**src/rtl/spi_pkg.sv**
```systemverilog
package spi_pkg;
  typedef enum logic [1:0] {
    ROLE_NONE   = 2'd0,
    ROLE_MASTER = 2'd1,
    ROLE_SLAVE  = 2'd2
  } spi_role_e;

  localparam logic [3:0] MODE_CODE_MASTER = 4'hE;
  localparam logic [3:0] MODE_CODE_SLAVE  = 4'hF;
  localparam logic [1:0] CLK_SRC_EXT      = 2'd3;

  function automatic spi_role_e decode_role(input logic [3:0] code);
    if (code == MODE_CODE_MASTER)     return ROLE_MASTER;
    else if (code == MODE_CODE_SLAVE) return ROLE_SLAVE;
    else                              return ROLE_NONE;
  endfunction
endpackage

```
**src/rtl/spi_role_ctl.sv**
```systemverilog
module spi_role_ctl
  import spi_pkg::*;
(
  input  logic       clk,
  input  logic       rst,
  input  logic       soft_rst,
  input  logic [3:0] mode_code,
  output spi_role_e  role
);
  always_ff @(posedge clk) begin
    if (rst || soft_rst) role <= decode_role(mode_code);
  end


  role_hold_chk: assert property (@(posedge clk) disable iff (rst)
    !soft_rst |=> $stable(role));
endmodule

```
**src/rtl/spi_baud.sv**
```systemverilog
module spi_baud #(
  parameter int DIV_W = 8
) (
  input  logic             clk,
  input  logic             clr,
  input  logic             run,
  input  logic [DIV_W-1:0] div,
  output logic             tick
);
  logic [DIV_W-1:0] cnt;

  assign tick = run && (cnt == div);

  always_ff @(posedge clk) begin
    if (clr || !run) cnt <= '0;
    else if (tick)   cnt <= '0;
    else             cnt <= cnt + 1'b1;
  end
endmodule

```
**src/rtl/spi_master_fsm.sv**
```systemverilog
module spi_master_fsm #(
  parameter int DATA_W = 8,
  parameter int DIV_W  = 8
) (
  input  logic              clk,
  input  logic              rst,
  input  logic              clr,
  input  logic              en,
  input  logic [DIV_W-1:0]  baud_div,
  input  logic [DATA_W-1:0] tx_data,
  input  logic              tx_start,
  input  logic              miso,
  output logic              mosi,
  output logic              sck,
  output logic              ss_n,
  output logic              busy,
  output logic [DATA_W-1:0] rx_data,
  output logic              rx_valid
);
  localparam int CNT_W = (DATA_W > 1) ? $clog2(DATA_W) : 1;
  localparam logic [CNT_W-1:0] LAST_BIT = CNT_W'(DATA_W - 1);

  typedef enum logic [1:0] {M_IDLE, M_SETUP, M_XFER, M_HOLD} mstate_e;

  mstate_e           state;
  logic [DATA_W-1:0] tx_sh;
  logic [DATA_W-1:0] rx_sh;
  logic [CNT_W-1:0]  bit_cnt;
  logic              hold_half;
  logic              tick;

  spi_baud #(.DIV_W(DIV_W)) u_baud (
    .clk  (clk),
    .clr  (clr),
    .run  (state != M_IDLE),
    .div  (baud_div),
    .tick (tick)
  );

  assign mosi = tx_sh[DATA_W-1];
  assign busy = (state != M_IDLE);

  always_ff @(posedge clk) begin
    if (clr) begin
      state     <= M_IDLE;
      tx_sh     <= '0;
      rx_sh     <= '0;
      bit_cnt   <= '0;
      hold_half <= 1'b0;
      sck       <= 1'b0;
      ss_n      <= 1'b1;
      rx_data   <= '0;
      rx_valid  <= 1'b0;
    end else begin
      rx_valid <= 1'b0;
      case (state)
        M_IDLE: begin
          if (tx_start && en) begin
            tx_sh   <= tx_data;
            bit_cnt <= '0;
            ss_n    <= 1'b0;
            state   <= M_SETUP;
          end
        end
        M_SETUP: if (tick) state <= M_XFER;
        M_XFER: begin
          if (tick) begin
            if (!sck) begin
              sck   <= 1'b1;
              rx_sh <= {rx_sh[DATA_W-2:0], miso};
            end else begin
              sck <= 1'b0;
              if (bit_cnt == LAST_BIT) begin
                hold_half <= 1'b0;
                state     <= M_HOLD;
              end else begin
                bit_cnt <= bit_cnt + 1'b1;
                tx_sh   <= {tx_sh[DATA_W-2:0], 1'b0};
              end
            end
          end
        end
        M_HOLD: begin
          if (tick) begin
            if (!hold_half) hold_half <= 1'b1;
            else begin
              ss_n     <= 1'b1;
              rx_data  <= rx_sh;
              rx_valid <= 1'b1;
              state    <= M_IDLE;
            end
          end
        end
        default: state <= M_IDLE;
      endcase
    end
  end


  sck_inside_select_chk: assert property (@(posedge clk) disable iff (rst)
    sck |-> !ss_n);


  master_valid_pulse_chk: assert property (@(posedge clk) disable iff (rst)
    rx_valid |=> !rx_valid);


  refused_start_chk: assert property (@(posedge clk) disable iff (rst)
    (!en && !busy && !clr) |=> ss_n);


  soft_reset_idle_chk: assert property (@(posedge clk) disable iff (rst)
    clr |=> (!sck && ss_n && !busy && !rx_valid));
endmodule

```
**src/rtl/spi_slave_shift.sv**
```systemverilog
module spi_slave_shift #(
  parameter int DATA_W = 8,
  parameter int SYNC   = 2
) (
  input  logic              clk,
  input  logic              rst,
  input  logic              clr,
  input  logic [DATA_W-1:0] tx_data,
  input  logic              tx_start,
  input  logic              sck_pin,
  input  logic              ss_n_pin,
  input  logic              mosi_pin,
  output logic              miso,
  output logic              miso_oe,
  output logic [DATA_W-1:0] rx_data,
  output logic              rx_valid
);
  localparam int CNT_W = (DATA_W > 1) ? $clog2(DATA_W) : 1;
  localparam logic [CNT_W-1:0] LAST_BIT = CNT_W'(DATA_W - 1);

  logic [SYNC-1:0]   sck_p, ss_p, mosi_p;
  logic              sck_s, ss_s, mosi_s, sck_d;
  logic              rise, fall;
  logic [DATA_W-1:0] tx_buf, tx_sh, rx_sh;
  logic [CNT_W-1:0]  bit_cnt;

  assign sck_s  = sck_p[SYNC-1];
  assign ss_s   = ss_p[SYNC-1];
  assign mosi_s = mosi_p[SYNC-1];
  assign rise   = sck_s && !sck_d && !ss_s;
  assign fall   = !sck_s && sck_d && !ss_s;
  assign miso   = tx_sh[DATA_W-1];

  generate
    if (SYNC == 1) begin : g_sync1
      always_ff @(posedge clk) begin
        if (clr) begin
          sck_p <= '0; ss_p <= '1; mosi_p <= '0;
        end else begin
          sck_p <= sck_pin; ss_p <= ss_n_pin; mosi_p <= mosi_pin;
        end
      end
    end else begin : g_syncn
      always_ff @(posedge clk) begin
        if (clr) begin
          sck_p <= '0; ss_p <= '1; mosi_p <= '0;
        end else begin
          sck_p  <= {sck_p[SYNC-2:0], sck_pin};
          ss_p   <= {ss_p[SYNC-2:0], ss_n_pin};
          mosi_p <= {mosi_p[SYNC-2:0], mosi_pin};
        end
      end
    end
  endgenerate

  always_ff @(posedge clk) begin
    if (clr) begin
      sck_d    <= 1'b0;
      tx_buf   <= '0;
      tx_sh    <= '0;
      rx_sh    <= '0;
      bit_cnt  <= '0;
      miso_oe  <= 1'b0;
      rx_data  <= '0;
      rx_valid <= 1'b0;
    end else begin
      sck_d    <= sck_s;
      rx_valid <= 1'b0;
      miso_oe  <= !ss_s;
      if (tx_start) tx_buf <= tx_data;
      if (ss_s) begin
        bit_cnt <= '0;
        tx_sh   <= tx_start ? tx_data : tx_buf;
      end else if (rise) begin
        rx_sh <= {rx_sh[DATA_W-2:0], mosi_s};
        if (bit_cnt == LAST_BIT) begin
          bit_cnt  <= '0;
          rx_data  <= {rx_sh[DATA_W-2:0], mosi_s};
          rx_valid <= 1'b1;
          tx_sh    <= tx_buf;
        end else begin
          bit_cnt <= bit_cnt + 1'b1;
        end
      end else if (fall && bit_cnt != '0) begin
        tx_sh <= {tx_sh[DATA_W-2:0], 1'b0};
      end
    end
  end


  slave_tristate_chk: assert property (@(posedge clk) disable iff (rst)
    (!clr && !$past(clr) && $past(ss_s)) |-> !miso_oe);


  slave_valid_pulse_chk: assert property (@(posedge clk) disable iff (rst)
    rx_valid |=> !rx_valid);
endmodule

```
**src/rtl/usart_spi_core.sv**
```systemverilog
module usart_spi_core
  import spi_pkg::*;
#(
  parameter int DATA_W = 8,
  parameter int DIV_W  = 8,
  parameter int SYNC   = 2
) (
  input  logic              clk,
  input  logic              rst,
  input  logic              soft_rst,
  input  logic [3:0]        mode_code,
  input  logic [1:0]        clk_src,
  input  logic              clk_out_en,
  input  logic [DIV_W-1:0]  baud_div,
  input  logic [DATA_W-1:0] tx_data,
  input  logic              tx_start,
  output logic [DATA_W-1:0] rx_data,
  output logic              rx_valid,
  output logic              busy,
  output logic              txd_o,
  output logic              txd_oe,
  input  logic              rxd_i,
  output logic              sck_o,
  output logic              sck_oe,
  input  logic              sck_i,
  output logic              rts_o,
  input  logic              cts_i
);
  spi_role_e         role;
  logic              is_m, is_s, m_en;
  logic              m_mosi, m_sck, m_ss_n, m_busy, m_valid;
  logic [DATA_W-1:0] m_rx;
  logic              s_miso, s_oe, s_valid;
  logic [DATA_W-1:0] s_rx;

  spi_role_ctl u_role (
    .clk       (clk),
    .rst       (rst),
    .soft_rst  (soft_rst),
    .mode_code (mode_code),
    .role      (role)
  );

  assign is_m = (role == ROLE_MASTER);
  assign is_s = (role == ROLE_SLAVE);
  assign m_en = is_m && (clk_src != CLK_SRC_EXT) && clk_out_en;

  spi_master_fsm #(.DATA_W(DATA_W), .DIV_W(DIV_W)) u_master (
    .clk      (clk),
    .rst      (rst),
    .clr      (rst || soft_rst || !is_m),
    .en       (m_en),
    .baud_div (baud_div),
    .tx_data  (tx_data),
    .tx_start (tx_start),
    .miso     (rxd_i),
    .mosi     (m_mosi),
    .sck      (m_sck),
    .ss_n     (m_ss_n),
    .busy     (m_busy),
    .rx_data  (m_rx),
    .rx_valid (m_valid)
  );

  spi_slave_shift #(.DATA_W(DATA_W), .SYNC(SYNC)) u_slave (
    .clk      (clk),
    .rst      (rst),
    .clr      (rst || soft_rst || !is_s),
    .tx_data  (tx_data),
    .tx_start (tx_start),
    .sck_pin  (sck_i),
    .ss_n_pin (cts_i),
    .mosi_pin (rxd_i),
    .miso     (s_miso),
    .miso_oe  (s_oe),
    .rx_data  (s_rx),
    .rx_valid (s_valid)
  );

  always_comb begin
    txd_o    = 1'b1;
    txd_oe   = 1'b0;
    sck_o    = 1'b0;
    sck_oe   = 1'b0;
    rts_o    = 1'b1;
    rx_data  = '0;
    rx_valid = 1'b0;
    busy     = 1'b0;
    if (is_m) begin
      txd_o    = m_mosi;
      txd_oe   = 1'b1;
      sck_o    = m_sck;
      sck_oe   = 1'b1;
      rts_o    = m_ss_n;
      rx_data  = m_rx;
      rx_valid = m_valid;
      busy     = m_busy;
    end else if (is_s) begin
      txd_o    = s_miso;
      txd_oe   = s_oe;
      rx_data  = s_rx;
      rx_valid = s_valid;
    end
  end


  inactive_idle_chk: assert property (@(posedge clk) disable iff (rst)
    (!is_m && !is_s) |-> (!sck_oe && !txd_oe && rts_o && !rx_valid));
endmodule

```
**config.mk**
```make
export PLATFORM = sky130hd
export DESIGN_NAME = usart_spi_core
export DESIGN_NICKNAME = d
export VERILOG_FILES = /design/src/rtl/spi_pkg.sv /design/src/rtl/spi_role_ctl.sv /design/src/rtl/spi_baud.sv /design/src/rtl/spi_master_fsm.sv /design/src/rtl/spi_slave_shift.sv /design/src/rtl/usart_spi_core.sv
export SDC_FILE = /design/constraint.sdc
export NUM_CORES = 1
export LEC_CHECK = 0
export BUFFER_PORTS_ARGS = -buffer_cell sky130_fd_sc_hd__buf_2
export CAP_MARGIN = 20
export CORE_MARGIN = 8
export CORE_UTILIZATION = 30
export DETAILED_ROUTE_END_ITERATION = 12
export PLACE_DENSITY = 0.45
export SYNTH_ARGS = -nofsm -noshare
export SYNTH_HDL_FRONTEND = slang
export SYNTH_SLANG_ARGS = --single-unit
```
**constraint.sdc**
```tcl
create_clock -name clk -period 2.3 [get_ports clk]
set_input_delay 0.115 -clock clk [delete_from_list [all_inputs] [get_ports clk]]
set_output_delay 0.115 -clock clk [all_outputs]
set_load 0.1 [all_outputs]
```
# Word-level counts from Yosys, hierarchy flattened
# Cells that the tools add are included.
word_totals:
  romBits: 0
  elab_cells: 139
  mem_bits_rw: 0
  regBits: 86
  out_inout_bits: 15
  latch_bits: 0
  memories: 0
  inputBits: 30
classes:
  mul: 0
  div: 0
  n_shift: 0
  bitwise_logic: 5
  add_sub_neg: 3
  magnitude_cmp: 0
  n_eq_ne: 20
  n_reduce_logical: 40
  n_mux: 49
ops:
  columns: ["cell", "n"]
  rows:
  - ["$mux W8", 11]
  - ["$mux W1", 20]
  - ["$mux W2", 8]
  - ["$pmux W8 S2", 1]
  - ["$mux W3", 5]
  - ["$ne A2 B1 Y1 const B", 7]
  - ["$reduce_and A5 Y1", 2]
  - ["$logic_and A1 B1 Y1", 9]
  - ["$reduce_and A3 Y1", 3]
  - ["$add A8 B1 Y8 const B", 1]
  - ["$eq A4 B4 Y1 const B", 2]
  - ["$eq A8 B8 Y1", 1]
  - ["$pmux W2 S4", 1]
  - ["$reduce_bool A2 Y1", 4]
  - ["$reduce_and A7 Y1", 1]
  - ["$add A3 B1 Y3 const B", 2]
  - ["$eq A2 B2 Y1 const B", 3]
  - ["$eq A3 B3 Y1 const B", 2]
  - ["$logic_not A1 Y1", 6]
  - ["$pmux W3 S2", 1]
  - ["$reduce_and A2 Y1", 3]
  - ["$reduce_bool A3 Y1", 2]
  - ["$reduce_or A3 Y1", 2]
  - ["$not A1 Y1", 5]
  - ["8 further kinds", 15]

# Logic depth before layout (Yosys ltp)
# Gate-level depths: netlist (run 1).
depth:
  word_depth: 7
  ltp_mapped: 9
  mapped_depth_nobuf: 7

# Cells and area by module
# Synthesis (run 1) repeated with hierarchy kept, for this count alone.
unflattened:
  cells_unflattened: 417
  area_unflattened_um2: 4127.7
modules_own_cells:
  columns: ["module", "instances", "seq_area_each_um2", "area_each_um2", "cells_each"]
  rows:
  - ["spi_slave_shift", 1, 860.8, 1789.2, 187]
  - ["spi_master_fsm", 1, 660.6, 1587.8, 151]
  - ["spi_baud", 1, 160.2, 481.7, 48]
  - ["usart_spi_core", 1, 0.0, 182.7, 26]
  - ["spi_role_ctl", 1, 60.1, 86.3, 5]

# Worst setup path before layout (run 1)
# Ideal clock, no wire load.
synth_path:
  kind: "flip-flop to output port"
  startpoint: "register u_role.role[0]"
  endpoint: "output port txd_o"
  arrival_time_ps: 2963
  stages_incl_launch_ff: 5
  path_slack_ps: -778
  n_path_buf: 1
  t_required_ps: 2185
  path_cell_list: "edfxtp_1 nand2b_1 inv_1 buf_1 a22oi_1"
synth_via:
  elab_chain_len: 3
  word_cells_on_any_way: 4
  cone_classes: "eq/ne (2); mux (2)"
synth_lines:
  columns: ["element", "line", "text"]
  rows:
  - ["start: declaration", "spi_role_ctl.sv:8", "output spi_role_e role"]
  - ["start signal: assignment", "spi_role_ctl.sv:11", "if (rst || soft_rst) role <= decode_role(mode_code);"]
  - ["$eq A2 B2 Y1", "usart_spi_core.sv:45", "assign is_s = (role == ROLE_SLAVE);"]
  - ["$mux W1", "usart_spi_core.sv:98", "end else if (is_s) begin"]
  - ["$mux W1 (*)", "usart_spi_core.sv:89", "if (is_m) begin"]
  - ["end: declaration", "usart_spi_core.sv:20", "output logic txd_o,"]
# Every way passes the cells marked *; elsewhere a longest branch is shown, timed or not.

# Final worst setup path (run 1)
layout_path:
  startpoint: "register u_master.u_baud.cnt[1]"
  endpoint: "register u_master.bit_cnt[1]"
layout_via:
  elab_chain_len: 4
layout_lines:
  columns: ["element", "line", "text"]
  rows:
  - ["start: declaration", "spi_baud.sv:10", "logic [DIV_W-1:0] cnt;"]
  - ["start signal: assignment", "spi_baud.sv:17", "else cnt <= cnt + 1'b1;"]
  - ["$eq A8 B8 Y1", "spi_baud.sv:12", "assign tick = run && (cnt == div);"]
  - ["$logic_and A1 B1 Y1", "spi_baud.sv:12", null]
  - ["$ne A2 B1 Y1 (no line)", null, null]
  - ["$reduce_and A5 Y1 (no line)", null, null]
  - ["end signal: assignment", "spi_master_fsm.sv:77", "bit_cnt <= bit_cnt + 1'b1;"]
  - ["end: declaration", "spi_master_fsm.sv:28", "logic [CNT_W-1:0] bit_cnt;"]
# Every way passes these cells.
# A chain may end at the register's enable or synchronous reset.

==> results of run 1 <==
[through the flow]
stage / power [mW] / setup TNS, ns / cell area [um2]
floorplan: 1.650 / -0.01071 / 3879
global placement: 1.719 / 0 / 4456
detailed placement: 1.719 / 0 / 4456
CTS: 3.394 / 0 / 4815
global route: 3.453 / 0 / 4815
finish: 3.330 / 0 / 4815
[cells by family (layout without fill, tap and decap cells)]
group	after synthesis	in the layout	synth area share, %
xor gates and xnor gates	15	15	3.406
and+or+nand+nor	160	160	20.37
buffers and inverters	40	99	4.119
AOI/OAI and AO/OA	71	71	13.33
DFF	86	86	45.15
muxes	39	39	10.38
adders and majority gates	10	10	3.244
[final cells by class]
class | instances | area share [%]
multi-input cells | 295 | 40.93
flip-flops and latches | 86 | 36.17
repair buffers | 63 | 9.823
clock buffers | 10 | 4.756
well taps | 172 | 4.470
clock inverters | 6 | 2.287
inverters | 20 | 1.559
[where the power goes]
| part | switching (mW) | total [mW] | internal [mW] |
|---|---|---|---|
| logic | 0.119 | 0.182 | 0.0631 |
| registers | 0.00311 | 1.51 | 1.50 |
| clock network | 0.584 | 1.64 | 1.06 |
| total | 0.706 | 3.33 | 2.62 |
[per-layer routing]
layer	track usage, %	wire length [um]	vias up
li1	-	-	1580
met1	15.53	4642	1456
met2	18.17	4117	55
met3	4.519	580	10
met4	3.663	83	0
met5	0	0	-
[worst register-to-register path: stages (launching register included)]
cell and delay (ns):
dfxtp_1 0.35, xor2_1 0.20, nor4_4 0.52, nand4b_4 0.26, a21o_1 0.34, a32o_1 0.30
[worst max-delay path by stage]
stage / startpoint / endpoint / slack, ns / cells past startpoint
floorplan: u_role.role[0]$_SDFFCE_PN1P_ / txd_o / -0.01 / 4
detailed placement: u_master.u_baud.cnt[1]$_SDFF_PP0_ / u_master.bit_cnt[1]$_SDFFE_PP0P_ / 0.22 / 5
finish: u_master.u_baud.cnt[1]$_SDFF_PP0_ / u_master.bit_cnt[1]$_SDFFE_PP0P_ / 0.22 / 5
global placement: u_master.u_baud.cnt[1]$_SDFF_PP0_ / u_master.bit_cnt[2]$_SDFFE_PP0P_ / 0.26 / 5
global route: u_master.u_baud.cnt[1]$_SDFF_PP0_ / u_master.tx_sh[3]$_SDFFE_PP0P_ / 0.06 / 5
CTS: u_master.u_baud.cnt[1]$_SDFF_PP0_ / u_master.bit_cnt[1]$_SDFFE_PP0P_ / 0.20 / 5
[sequential cells by signal, indices dropped and copies added (netlist names), 2 cells and up]
| register | cells |
|---|---|
| u_master.u_baud.cnt | 8 |
| u_role.role | 2 |
| u_master.bit_cnt | 3 |
| u_slave.rx_sh | 7 |
| u_slave.sck_p | 2 |
| u_slave.mosi_p | 2 |
| u_slave.tx_sh | 8 |
| u_master.state | 2 |
| u_master.rx_data | 8 |
| u_master.tx_sh | 8 |
| u_slave.ss_p | 2 |
| u_slave.rx_data | 8 |
| u_master.rx_sh | 8 |
| u_slave.bit_cnt | 3 |
| u_slave.tx_buf | 8 |
[synth_stat cells, types with 7 or more instances]
cell type	n
a22o_1	9
nand3_1	11
nor2_1	43
dfxtp_1	84
mux2_2	8
nor3_1	8
a211oi_1	16
clkbuf_1	16
nand2_1	60
and3_1	7
ha_1	10
a21oi_1	20
xor2_1	14
mux2i_1	31
o211ai_1	7
inv_1	20
[repair_timing]
action	4_1_cts	5_1_grt
hold buffers	2	0
hold endpoints to repair	2	0
setup endpoints to repair	0	0
==> metrics.md, run 1 <==
| Metric | Value |
|---|---|
| Status | `finished clean` |
| Hold Path Stages | `2` |
| Post-synth top flop | `dfxtp_1` |
| CTS Buf Count | `9` |
| First-pass GRT wire length | `15.79 mm` |
| Hpwl dp | `6.999 mm` |
| Vias in the first global route | `3077` |
| IO Port Bufs | `44` |
| Multi-input gate area | `0.001971 mm2` |
| Chip width | `129.4 um` |
| Post-CTS sizing | `0` |
| WL final | `9.423 mm` |
| Routed len/inst | `14.45 um` |
| Post-place setup slack | `0.2191 ns` |
| DR iter-0 viols | `159` |
| Worst r2r path cells | `5` |
| DRC | `0` |
| Register area | `0.001742 mm2` |
| Die area | `0.01674 mm2` |
| Drt pass-1 iters | `4` |
| Die height | `129.4 um` |
| Worst Path Arrival | `2.31 ns` |
| IO Pins | `45` |
| TritonCTS Sinks | `86` |
| Post-Synthesis Net Count | `461` |
| Top cells by area, synth | `dfxtp_1 44%, mux2i_1 8.0%, nand2_1 5.8%` |
| Final hold vios | `0` |
| Maxcap violations | `0` |
| Crit Reg-Reg Endpoint | `u_master.bit_cnt[1]$_SDFFE_PP0P_` |
| Final core occ | `38.31%` |
| Placed Cells | `634` |
| Area growth from synthesis to layout | `24.81%` |
| R2R setup slack | `0.22 ns` |
| Worst hold path type | `in2reg` |
| F_max | `480.5 MHz` |
| Number of synthesized flops with an enable pin | `2` |
| Total Nets Final | `515` |
| Register area share after synthesis | `45.15%` |
| Pins Over Slew Limit | `0` |
| Initial antenna violation count | `0` |
| Distinct cells, synth | `51` |
| CP peak stage delay | `0.52 ns` |
| Routed vias/inst | `4.756` |
| Fraction of registers with async set/reset | `0%` |
| Row cnt | `41` |
| Non-filler instance count after layout | `652` |
| Power density over the cells | `691.7 mW/mm2` |
| Most common cell after layout, fill and taps aside | `dfxtp_1` |
| Clock Path Buffers | `2` |
| Post-synth top area cell | `dfxtp_1` |
| Routability congestion estimate | `0.7621` |
| GR Util All Layers | `12.03%` |
| Yosys warning count | `0` |
| Via count | `3101` |
| Top-area cell type share of the netlist area | `43.59%` |
| Final Worst Setup Slack | `0.2189 ns` |
| Setup Fix Bufs, Post-CTS | `0` |
| Lkg Pwr | `1.920 nW` |
| Core Area | `0.01257 mm2` |
| Diode count | `0` |
| Critical path required time | `2.53 ns` |
| H-Tree Depth | `3` |
| Slew HR | `60.73%` |
| Largest net degree at the start of global routing | `19` |
| CP max FO | `10` |
| Final period util | `90.48%` |
| Remaining antenna violation count | `0` |
| Measured slew at the worst slew-check pin | `0.5884 ns` |
| Worst hold start | `rxd_i` |
| Tmin final | `2.081 ns` |
| Hold Crit Endpoint | `u_slave.mosi_p[0]$_SDFF_PP0_` |
| Fin Clk Skew | `0.005929 ns` |
| Critical path endpoint category | `flop` |
| Family with the most delay on the worst path | `simple AND/OR/NAND/NOR gates` |
| Slowest cell on the critical path | `nor4_4` |
| Worst reg2reg path startpoint | `u_master.u_baud.cnt[1]$_SDFF_PP0_` |
| Layout cells sized above 1 | `21.46%` |
| Initial Util | `30.69%` |
| CTS tree | `yes` |
| Crit-path cells | `xor2_1 -> nor4_4 -> nand4b_4 -> a21o_1 -> a32o_1` |
| Clk_lat worst skew | `0.34 ns` |
| Setup CP Type | `reg2reg` |
| Endpoints failing setup | `0` |
| Final hold slack | `0.05237 ns` |
| VDD IR max | `393.3 uV` |
| Clock root buffer | `clkbuf_16` |
| Total congestion overflow | `0` |
| Synth Register Bits | `86` |
| Critical path buffers and inverters | `0` |
| RSZ-0062 raised after global routing | `no` |
| Fillers | `1305` |
| CTS clock-pin slew for the worst setup and hold paths | `0.06 ns` |
| Commonest non-fill, non-tap cells in the layout | `84 x dfxtp_1, 60 x nand2_1, 43 x nor2_1` |
| Post-Syn Area per Cell | `9.163 um2` |
| Netlist Area Pre-Place | `0.003857 mm2` |
| Element type at the critical path start | `flop` |
| Gate Count Post-Synth | `421` |
Note: power is estimated with default switching activity, not from simulation.
==> run 2: changes to the inputs <==
Settings changed: CTS_BUF_LIST set to sky130_fd_sc_hd__clkbuf_4 sky130_fd_sc_hd__clkbuf_8.
==> run 2 against run 1 <==
Against the previous run:
- first-iteration DRC count down 4.4%
- sequential share of layout area grew 0.75 points
- worst hold slack lost 0.027 ns
- final cell count unchanged
- utilization decreased by 0.78 points
- total power is 11% lower
- global-route usage increased by 0.054 points
- clock skew up 0.0017 ns
- maximum frequency decreased by 0.20%
- register-to-register slack barely moved
- via count decreased by 0.23%
==> metrics.md, run 2 (same netlist as run 1, synthesis figures left out) <==
| Metric | Value |
|---|---|
| Status | `finished clean` |
| Family with the most delay on the worst path | `buffers and inverters` |
| Element type at the critical path start | `flop` |
| DR iter-0 viols | `152` |
| Worst hold path type | `in2reg` |
| Slowest cell on the critical path | `buf_2` |
| CTS tree | `yes` |
| Chip width | `129.4 um` |
| Endpoints failing setup | `0` |
| Measured slew at the worst slew-check pin | `0.5844 ns` |
| Die area | `0.01674 mm2` |
| Total congestion overflow | `0` |
| CP max FO | `10` |
| Commonest non-fill, non-tap cells in the layout | `84 x dfxtp_1, 60 x nand2_1, 43 x nor2_1` |
| CTS clock-pin slew for the worst setup and hold paths | `0.09 ns` |
| R2R setup slack | `0.22 ns` |
| Initial Util | `30.69%` |
| DRC | `0` |
| Clock root buffer | `clkbuf_8` |
| Hold Path Stages | `3` |
| Clk_lat worst skew | `0.36 ns` |
| Critical path endpoint category | `output pin` |
| TritonCTS Sinks | `86` |
| Sum Neg Setup Slack | `0 ns` |
| F_max | `479.5 MHz` |
| Diode count | `0` |
| Setup CP Type | `reg2out` |
| Hold Crit Endpoint | `u_master.rx_sh[0]$_SDFFE_PP0P_` |
| WL final | `9.442 mm` |
| Via count | `3094` |
| Hpwl dp | `6.999 mm` |
| First-pass GRT wire length | `15.85 mm` |
| Drt pass-1 iters | `4` |
| Remaining antenna violation count | `0` |
| CP peak stage delay | `0.43 ns` |
| Post-CTS sizing | `0` |
| Most common cell after layout, fill and taps aside | `dfxtp_1` |
| Lkg Pwr | `1.877 nW` |
| Critical path buffers and inverters | `3` |
| Slew HR | `61.00%` |
| Final period util | `90.67%` |
| H-Tree Depth | `3` |
| Row cnt | `41` |
| Worst hold start | `rxd_i` |
| Crit Reg-Reg Endpoint | `u_master.bit_cnt[1]$_SDFFE_PP0P_` |
| RSZ-0062 raised after global routing | `no` |
| Pins Over Slew Limit | `0` |
| Power density over the cells | `627.4 mW/mm2` |
| GR Util All Layers | `12.08%` |
| Critical path required time | `2.18 ns` |
| Routed len/inst | `14.48 um` |
| Tmin final | `2.085 ns` |
| Largest net degree at the start of global routing | `19` |
| IO Port Bufs | `44` |
| Die height | `129.4 um` |
| Crit-path cells | `nand2b_1 -> inv_1 -> buf_4 -> a22o_1 -> buf_2` |
| Worst reg2reg path startpoint | `u_master.u_baud.cnt[1]$_SDFF_PP0_` |
| Clock Path Buffers | `2` |
| Routability congestion estimate | `0.7621` |
| CTS Buf Count | `9` |
| Initial antenna violation count | `0` |
| Fin Clk Skew | `0.007604 ns` |
| Final hold vios | `0` |
| Maxcap violations | `0` |
| Routed vias/inst | `4.745` |
| VDD IR max | `478.5 uV` |
| Layout cells sized above 1 | `21.67%` |
| IO Pins | `45` |
| Worst Path Arrival | `1.97 ns` |
| Worst r2r path cells | `5` |
| Vias in the first global route | `3099` |
| PnR Total Power | `2.960 mW` |
| Total Nets Final | `515` |
| Core Area | `0.01257 mm2` |
| Area growth from synthesis to layout | `22.28%` |
## run 2: cell counts in the layout (fill, tap and decap cells not counted)
No cell type changed its count.
## run 2: cell type report
type,instances,area [um2]
Tap cell,172,215.2
Clock inverter,6,110.1
Inverter,20,75.07
Clock buffer,10,131.4
Fill cell,1319,7851
Multi-Input combinational cell,295,1971
Sequential cell,86,1742
Timing Repair Buffer,63,473.0
## run 2: worst max path at each step
stage	startpoint	end	slack, ns	cells past startpoint
5_1_grt	u_master.u_baud.cnt[1]$_SDFF_PP0_	u_master.tx_sh[3]$_SDFFE_PP0P_	0.05	5
6_report	u_role.role[1]$_SDFFCE_PN0P_	rx_data[0]	0.21	5
4_1_cts	u_role.role[1]$_SDFFCE_PN0P_	rx_data[0]	0.17	5
3_3_place_gp	u_master.u_baud.cnt[1]$_SDFF_PP0_	u_master.bit_cnt[2]$_SDFFE_PP0P_	0.26	5
3_5_place_dp	u_master.u_baud.cnt[1]$_SDFF_PP0_	u_master.bit_cnt[1]$_SDFFE_PP0P_	0.22	5
2_1_floorplan	u_role.role[0]$_SDFFCE_PN1P_	txd_o	-0.01	4
## run 2: report_power, final
| group | internal, mW | switching [mW] |
|---|---|---|
| logic | 0.0631 | 0.119 |
| clock network | 0.732 | 0.543 |
| registers | 1.50 | 0.00306 |
| total | 2.29 | 0.665 |
## run 2: repair_timing
action	in CTS	in global routing
setup buffers	0	0
hold buffers	2	0
endpoints found under the hold margin	2	0
## run 2: worst reg2reg max path, delay by kind of cell, from the launching register on
family           cells  cell delay (ns)
XOR/XNOR             1             0.20
flip-flops           1             0.36
AO/OA/AOI/OAI        2             0.64
AND/OR/NAND/NOR      2             0.78
## run 2: metal layers
metal / wire (um) / vias to the layer above / global-route usage (%)
li1: - / 1584 / -
met1: 4658 / 1449 / 15.69
met2: 4116 / 54 / 18.50
met3: 567 / 7 / 4.026
met4: 100 / 0 / 3.732
met5: 0 / - / 0
## run 2: per-stage QoR
stage	instance area (um2)	util (%)	worst slack (ns)	instances	hold slack (ns)
floorplan	3879	-	-0.01071	421	0.2216
global placement	4456	35.45	0.2568	634	0.3024
detailed placement	4456	35.45	0.2191	634	0.3043
CTS	4717	37.53	0.1728	652	0.007867
global route	4717	37.53	0.05108	652	0.002713
finish	4717	37.53	0.2147	652	0.02529
